===== src/rtl/tbt_pkg.sv =====
package tbt_pkg;

    // Phase of the divide-by-two pacing machine
    typedef enum logic {
        PH_EVEN = 1'b0,
        PH_ODD  = 1'b1
    } phase_t;

    // Control word bit positions
    localparam int CW_W      = 8;
    localparam int CW_IE     = 7;
    localparam int CW_FLAG   = 6;
    localparam int CW_CLR    = 2;
    localparam int CW_SEL_LO = 0;
    localparam int SEL_W     = 2;

    typedef struct packed {
        logic             irq_en;
        logic             ovf_flag;
        logic [SEL_W-1:0] tap_sel;
    } ctrl_t;

endpackage


===== src/rtl/tbt_prescale.sv =====
module tbt_prescale
    import tbt_pkg::*;
(
    input  logic clk,
    input  logic rst_n,
    input  logic clr,
    output logic step
);

    phase_t phase_q;
    phase_t phase_d;

    // Next-state decode
    always_comb begin
        phase_d = phase_q;
        if (clr) begin
            phase_d = PH_EVEN;
        end else begin
            unique case (phase_q)
                PH_EVEN: phase_d = PH_ODD;
                PH_ODD:  phase_d = PH_EVEN;
                default: phase_d = PH_EVEN;
            endcase
        end
    end

    // State register
    always_ff @(posedge clk or negedge rst_n) begin
        if (!rst_n) begin
            phase_q <= PH_EVEN;
        end else begin
            phase_q <= phase_d;
        end
    end

    // Output decode: count on the odd phase only
    always_comb begin
        unique case (phase_q)
            PH_EVEN: step = 1'b0;
            PH_ODD:  step = ~clr;
            default: step = 1'b0;
        endcase
    end

    // without a clear the phase alternates every edge
    a_r1_phase_alternates: assert property (@(posedge clk) disable iff (!rst_n)
        !clr |=> (phase_q != $past(phase_q)));

    // a clear returns the machine to the even phase
    a_r3_phase_cleared: assert property (@(posedge clk) disable iff (!rst_n)
        clr |=> (phase_q == PH_EVEN));

endmodule


===== src/rtl/tbt_counter.sv =====
module tbt_counter #(
    parameter int CNT_W   = 20,
    parameter bit POR_CLR = 1'b1
) (
    input  logic             clk,
    input  logic             rst_n,
    input  logic             clr,
    input  logic             step,
    output logic [CNT_W-1:0] cnt
);

    logic [CNT_W-1:0] cnt_d;

    always_comb begin
        cnt_d = cnt;
        if (clr) begin
            cnt_d = '0;
        end else if (step) begin
            cnt_d = cnt + 1'b1;
        end
    end

    generate
        if (POR_CLR) begin : g_por_clear
            always_ff @(posedge clk or negedge rst_n) begin
                if (!rst_n) begin
                    cnt <= '0;
                end else begin
                    cnt <= cnt_d;
                end
            end
        end else begin : g_por_keep
            always_ff @(posedge clk) begin
                cnt <= cnt_d;
            end
        end
    endgenerate

    // a step edge increments by exactly one
    a_r1_step_increments: assert property (@(posedge clk) disable iff (!rst_n)
        (step && !clr) |=> (cnt == $past(cnt) + 1'b1));

    // no step and no clear means hold
    a_r1_hold: assert property (@(posedge clk) disable iff (!rst_n)
        (!step && !clr) |=> $stable(cnt));

    // clear zeroes the counter
    a_r3_clear_zeroes: assert property (@(posedge clk) disable iff (!rst_n)
        clr |=> (cnt == '0));

endmodule


===== src/rtl/tbt_tap_sel.sv =====
module tbt_tap_sel
    import tbt_pkg::*;
#(
    parameter int CNT_W = 20,
    parameter int TAP0  = 12,
    parameter int TAP1  = 14,
    parameter int TAP2  = 16,
    parameter int TAP3  = 19
) (
    input  logic [CNT_W-1:0] cnt,
    input  logic             step,
    input  logic [SEL_W-1:0] sel,
    output logic             ovf_evt
);

    localparam int IDX_W = $clog2(CNT_W);

    logic [IDX_W-1:0] tap_idx;
    logic             low_ones;

    always_comb begin
        unique case (sel)
            2'd0: tap_idx = IDX_W'(TAP0);
            2'd1: tap_idx = IDX_W'(TAP1);
            2'd2: tap_idx = IDX_W'(TAP2);
            2'd3: tap_idx = IDX_W'(TAP3);
            default: tap_idx = IDX_W'(TAP0);
        endcase
    end

    // Carry out of the selected bit: that bit and all below it are ones
    always_comb begin
        low_ones = 1'b1;
        for (int i = 0; i < CNT_W; i++) begin
            if (i <= int'(tap_idx)) begin
                low_ones = low_ones & cnt[i];
            end
        end
    end

    // step is already suppressed by any clear
    assign ovf_evt = step & low_ones;

endmodule


===== src/rtl/tbt_ctrl_reg.sv =====
module tbt_ctrl_reg
    import tbt_pkg::*;
(
    input  logic             clk,
    input  logic             rst_n,
    input  logic             wr_en,
    input  logic [CW_W-1:0]  wr_data,
    input  logic             ovf_evt,
    output ctrl_t            ctrl,
    output logic             clr_wr,
    output logic [CW_W-1:0]  rd_data
);

    ctrl_t ctrl_d;
    logic  flag_wr_clr;

    assign clr_wr      = wr_en & ~wr_data[CW_CLR];
    assign flag_wr_clr = wr_en & ~wr_data[CW_FLAG];

    always_comb begin
        ctrl_d = ctrl;
        if (wr_en) begin
            ctrl_d.irq_en  = wr_data[CW_IE];
            ctrl_d.tap_sel = wr_data[CW_SEL_LO +: SEL_W];
        end
        if (ovf_evt) begin
            ctrl_d.ovf_flag = 1'b1;
        end else if (flag_wr_clr) begin
            ctrl_d.ovf_flag = 1'b0;
        end
    end

    always_ff @(posedge clk or negedge rst_n) begin
        if (!rst_n) begin
            ctrl <= '0;
        end else begin
            ctrl <= ctrl_d;
        end
    end

    always_comb begin
        rd_data                      = '0;
        rd_data[CW_IE]               = ctrl.irq_en;
        rd_data[CW_FLAG]             = ctrl.ovf_flag;
        rd_data[CW_CLR]              = 1'b1;
        rd_data[CW_SEL_LO +: SEL_W]  = ctrl.tap_sel;
    end

    // an overflow sets the flag
    a_r5_event_sets_flag: assert property (@(posedge clk) disable iff (!rst_n)
        ovf_evt |=> ctrl.ovf_flag);

    // the flag is sticky without a clearing write
    a_r6_flag_sticky: assert property (@(posedge clk) disable iff (!rst_n)
        (ctrl.ovf_flag && !flag_wr_clr) |=> ctrl.ovf_flag);

    // the flag only rises on an overflow
    a_r6_rise_needs_event: assert property (@(posedge clk) disable iff (!rst_n)
        $rose(ctrl.ovf_flag) |-> $past(ovf_evt));

endmodule


===== src/rtl/tbt_interval_timer.sv =====
module tbt_interval_timer
    import tbt_pkg::*;
#(
    parameter int CNT_W    = 20,
    parameter bit POR_CLR  = 1'b1,
    parameter int TAP0     = 12,
    parameter int TAP1     = 14,
    parameter int TAP2     = 16,
    parameter int TAP3     = 19,
    parameter int TAP_ADC  = 6,
    parameter int TAP_BUZ  = 11,
    parameter int TAP_WDOG = 19
) (
    input  logic       clk,
    input  logic       rst_n,
    input  logic       stop_req,
    input  logic       wr_en,
    input  logic [7:0] wr_data,
    output logic [7:0] rd_data,
    output logic       irq,
    output logic       adc_tap,
    output logic       buzzer_tap,
    output logic       wdog_tap
);

    ctrl_t            ctrl;
    logic             clr_wr;
    logic             clr;
    logic             step;
    logic             ovf_evt;
    logic [CNT_W-1:0] cnt;

    assign clr = clr_wr | stop_req;

    tbt_prescale i_prescale (
        .clk   (clk),
        .rst_n (rst_n),
        .clr   (clr),
        .step  (step)
    );

    tbt_counter #(
        .CNT_W   (CNT_W),
        .POR_CLR (POR_CLR)
    ) i_counter (
        .clk   (clk),
        .rst_n (rst_n),
        .clr   (clr),
        .step  (step),
        .cnt   (cnt)
    );

    tbt_tap_sel #(
        .CNT_W (CNT_W),
        .TAP0  (TAP0),
        .TAP1  (TAP1),
        .TAP2  (TAP2),
        .TAP3  (TAP3)
    ) i_tap_sel (
        .cnt     (cnt),
        .step    (step),
        .sel     (ctrl.tap_sel),
        .ovf_evt (ovf_evt)
    );

    tbt_ctrl_reg i_ctrl (
        .clk     (clk),
        .rst_n   (rst_n),
        .wr_en   (wr_en),
        .wr_data (wr_data),
        .ovf_evt (ovf_evt),
        .ctrl    (ctrl),
        .clr_wr  (clr_wr),
        .rd_data (rd_data)
    );

    assign irq        = ctrl.ovf_flag & ctrl.irq_en;
    assign adc_tap    = cnt[TAP_ADC];
    assign buzzer_tap = cnt[TAP_BUZ];
    assign wdog_tap   = cnt[TAP_WDOG];

    // after an overflow the lowest-order tap bit has fallen to zero
    a_r5_tap_bit_fell: assert property (@(posedge clk) disable iff (!rst_n)
        ovf_evt |=> (cnt[TAP0] == 1'b0));

    // a clearing edge never raises the flag
    a_r9_clear_no_flag: assert property (@(posedge clk) disable iff (!rst_n)
        (clr && !ctrl.ovf_flag) |=> !ctrl.ovf_flag);

    // stop request leaves the counter at zero
    a_r4_stop_zero: assert property (@(posedge clk) disable iff (!rst_n)
        stop_req |=> (cnt == '0));

endmodule


===== config.mk =====
export PLATFORM = sky130hd
export DESIGN_NAME = tbt_interval_timer
export DESIGN_NICKNAME = d
export VERILOG_FILES = /design/src/rtl/tbt_pkg.sv /design/src/rtl/tbt_prescale.sv /design/src/rtl/tbt_counter.sv /design/src/rtl/tbt_tap_sel.sv /design/src/rtl/tbt_ctrl_reg.sv /design/src/rtl/tbt_interval_timer.sv
export SDC_FILE = /design/constraint.sdc
export NUM_CORES = 1
export LEC_CHECK = 0
export BUFFER_PORTS_ARGS = -buffer_cell sky130_fd_sc_hd__buf_2
export CAP_MARGIN = 0
export CORE_MARGIN = 2
export CORE_UTILIZATION = 35
export DETAILED_ROUTE_END_ITERATION = 16
export GPL_ROUTABILITY_DRIVEN = 0
export HOLD_SLACK_MARGIN = 0.1
export RECOVER_POWER = 25
export SYNTH_ARGS = -nofsm -noshare
export SYNTH_HDL_FRONTEND = slang
export SYNTH_HIERARCHICAL = 1
export SYNTH_SLANG_ARGS = --single-unit

===== constraint.sdc =====
create_clock -name clk -period 2.3 [get_ports clk]
set_input_delay 0.23 -clock clk [delete_from_list [all_inputs] [get_ports clk]]
set_output_delay 0.23 -clock clk [all_outputs]
set_load 0.01 [all_outputs]

==> run_results.csv <==
group,metric,value,unit
placement,preCtsSetupSlack,0.2214,ns
layout,nFillCells,383,
layout,antennaDiodeCount,0,
yosys,yosys_register_bits,25,
sta,hold_viol_final,0,
clock_network,htree_levels,1,
critical_path,crit_required,2.49,ns
yosys,synth_most_common_cell,"dfrtp_1",
clock_network,cts_setup_buffers,0,
clock_network,cts_tree,"done",
floorplanning,initial_utilization,35.67,%
sta,fin_crit_sh,81.52,%
detailed_routing,ant_nets,0,
pwr,peakVddDrop,0.1752,mV
sta,layout_min_cycle_time,1.875,ns
worst_hold_path,holdPathStages,2,
clock_network,cts.path.max_buffers,2,
worst_hold_path,hold_path_end,"i_ctrl/ctrl[1]",
sta,fmax,0.5333,GHz
worst_hold_path,hp-start,"wr_data[1]",
layout,drive_above_1_share,21.02,%
yosys,ys_types,39,
floorplanning,ios,24,
yosys,ys_seq_area_share,44.48,%
yosys,synth_area_leaders,"dfrtp_1 44%, nand4_1 4.4%, buf_4 4.3%",
floorplanning,rows,23,
global_route,overflow,0,
yosys,ys_warn_count,6,
yosys,synth_edf_count,0,
yosys,synth_top_flop_cell,"dfrtp_1",
floorplanning,fp.dieW,67.39,um
yosys,synth_top_cell_area_share,44.48,%
layout,final_cell_area,1558,um2
flow_run,max_cap_viol_count,0,
global_route,grt_pass1_wl,4705,um
detailed_routing,drt-total-wl,2669,um
placement,post_dp_cell_area,1504,um2
critical_path,r2r_end,"i_counter/cnt[14]",
clock_network,cts_inserted_buffers,3,
global_route,grt_pass1_vias,1033,
pwr,power.density,491.2,nW/um2
critical_path,cp-end-kind,"flop",
floorplanning,die_h,67.39,um
detailed_routing,drc,0,
critical_path,cp-start-kind,"input port",
critical_path,ff2ff_setup_slack,0.60,ns
critical_path,cp.arrival,2.07,ns
global_route,antenna_found_initial,0,
yosys,synth_area_leader_cell,"dfrtp_1",
sta,rsz0062_at_grt,"false",
run_status,status,"finished, final reports clean",
floorplanning,dieArea,4541,um2
yosys,synthArstFlopShare,100.0,%
detailed_routing,wire_per_inst,12.89,um
detailed_routing,dr.pass1.iters,4,
placement,place_hpwl,2008,um
clock_network,worstSkewPairLatency,0.26,ns
global_route,gr-usage-all-layers,13.58,%
placement,io_buffers,16,
sta,finalClockSkew,0.004207,ns
clock_network,path_clk_slew,0.08,ns
global_route,grt_max_degree,26,
sta,worst_slack,0.4250,ns
layout,nets,171,
sta,maxSlewViolCount,0,
critical_path,crit_type,"input port to flop",
sta,finalSetupTns,0,ns
sta,setup_viol,0,
clock_network,clkSinkCount,25,
sta,relSlewSlack,12.42,%
worst_hold_path,hp-class,"input port to flop",
pwr,p_leak,0.6658,nW
yosys,synthTopCellsByCount,"25 x dfrtp_1, 13 x nor2_1, 10 x a21oi_1, 10 x nand4_1, 9 x nand2_1",
sta,tightest_slew,1.314,ns
critical_path,reg2reg_depth,5,
yosys,synthesis.area,1406,um2
critical_path,r2r_start,"i_counter/cnt[0]",
yosys,syn-mean-instance-area,9.835,um2
floorplanning,core,3943,um2
detailed_routing,vias,1068,
critical_path,worst-path-max-fanout,8,
detailed_routing,drt_iter0_markers,78,
clock_network,clockRootBuffer,"clkbuf_8",
layout,syn_to_final_growth,10.76,%
yosys,postSynthCellCount,143,
detailed_routing,viasPerCell,5.159,
power breakdown:
part           total [mW]  switching, mW  internal, mW
Clock               0.253          0.129         0.124
Combinational      0.0590         0.0343        0.0247
Sequential          0.453        0.00691         0.446
Total               0.765          0.171         0.595
kinds of logic after synthesis:
group	after synthesis	share of synthesized area, %
AOI/OAI and AO/OA	24	11.92
buffers and inverters	16	6.673
DFF	25	44.48
xor gates and xnor gates	10	6.227
other	2	0.5340
adders and majority gates	1	0.8895
and+or+nand+nor	61	26.16
muxes	4	3.114
sequential cells by signal (all words and copies together) (netlist names):
| name | cells |
|---|---|
| i_counter/cnt | 20 |
| i_ctrl/ctrl | 4 |
| i_prescale/phase_q | 1 |
how the worst max path moves through the flow:
stage	startpoint	end	slack [ns]
CTS	wr_en	i_counter/cnt[19]	0.47
floorplan	wr_en	i_counter/cnt[19]	0.36
global placement	wr_en	i_counter/cnt[19]	0.23
detailed placement	wr_en	i_counter/cnt[19]	0.22
finish	wr_en	i_counter/cnt[19]	0.43
global route	wr_en	i_counter/cnt[19]	0.28
layer usage:
layer | vias to the layer above | part of all wire (%) | track usage [%]
met5 | - | 0 | 0
met4 | 0 | 0.67 | 3.827
met3 | 2 | 1.4 | 2.500
met2 | 4 | 50 | 22.28
met1 | 535 | 48 | 18.31
li1 | 527 | - | -
cells in the final DEF, fill, tap and decap left out, types with 2 or more instances in the layout:
cell,synthesis,final
dfrtp_1,25,25
buf_2,2,15
nor2_1,13,13
nand4_1,10,10
a21oi_1,10,10
nand2_1,9,9
xor2_1,6,6
o21ai_0,6,6
or3_1,6,6
nand3_1,5,5
xnor2_1,4,4
buf_4,8,4
conb_1,2,4
clkbuf_8,0,3
or4_1,3,3
inv_1,3,3
mux2_2,3,3
and2_1,2,2
clkbuf_1,2,2
and3_1,2,2
o31ai_1,2,2
a21o_1,2,2
through the flow:
stage | util [%] | power (mW) | std cells | hold slack, ns
floorplan | - | 0.5031 | 145 | -0.06559
global placement | 38.15 | 0.5205 | 202 | 0.2514
detailed placement | 38.15 | 0.5217 | 202 | 0.2547
CTS | 39.54 | 0.7751 | 207 | 0.1897
global route | 39.51 | 0.8067 | 207 | 0.1862
finish | 39.51 | 0.7652 | 207 | 0.1966
final cells by class:
cell class              count  area, um2  share of cell area [%]
flip-flops and latches     25      625.6                   40.16
multi-input cells         104      694.4                   44.58
clock buffers               4      45.04                   2.892
inverters                   3      11.26                  0.7229
well taps                  50      62.56                   4.016
repair buffers             21      118.9                   7.631
worst max-delay path, cell delays in order:
cell,delay [ns]
buf_2,0.13
nor2b_1,0.13
or2_0,0.35
nor2b_4,0.23
o2111ai_4,0.19
nand4b_4,0.26
or4_1,0.41
a21oi_1,0.14
what timing repair did:
| item | in CTS | in global routing |
|---|---|---|
| endpoints found under the setup margin | 0 | 0 |
| hold endpoints to repair | 25 | 0 |
| gates resized for setup | 0 | 0 |
| hold buffers | 1 | 0 |
(Power assumes the default switching activity.)
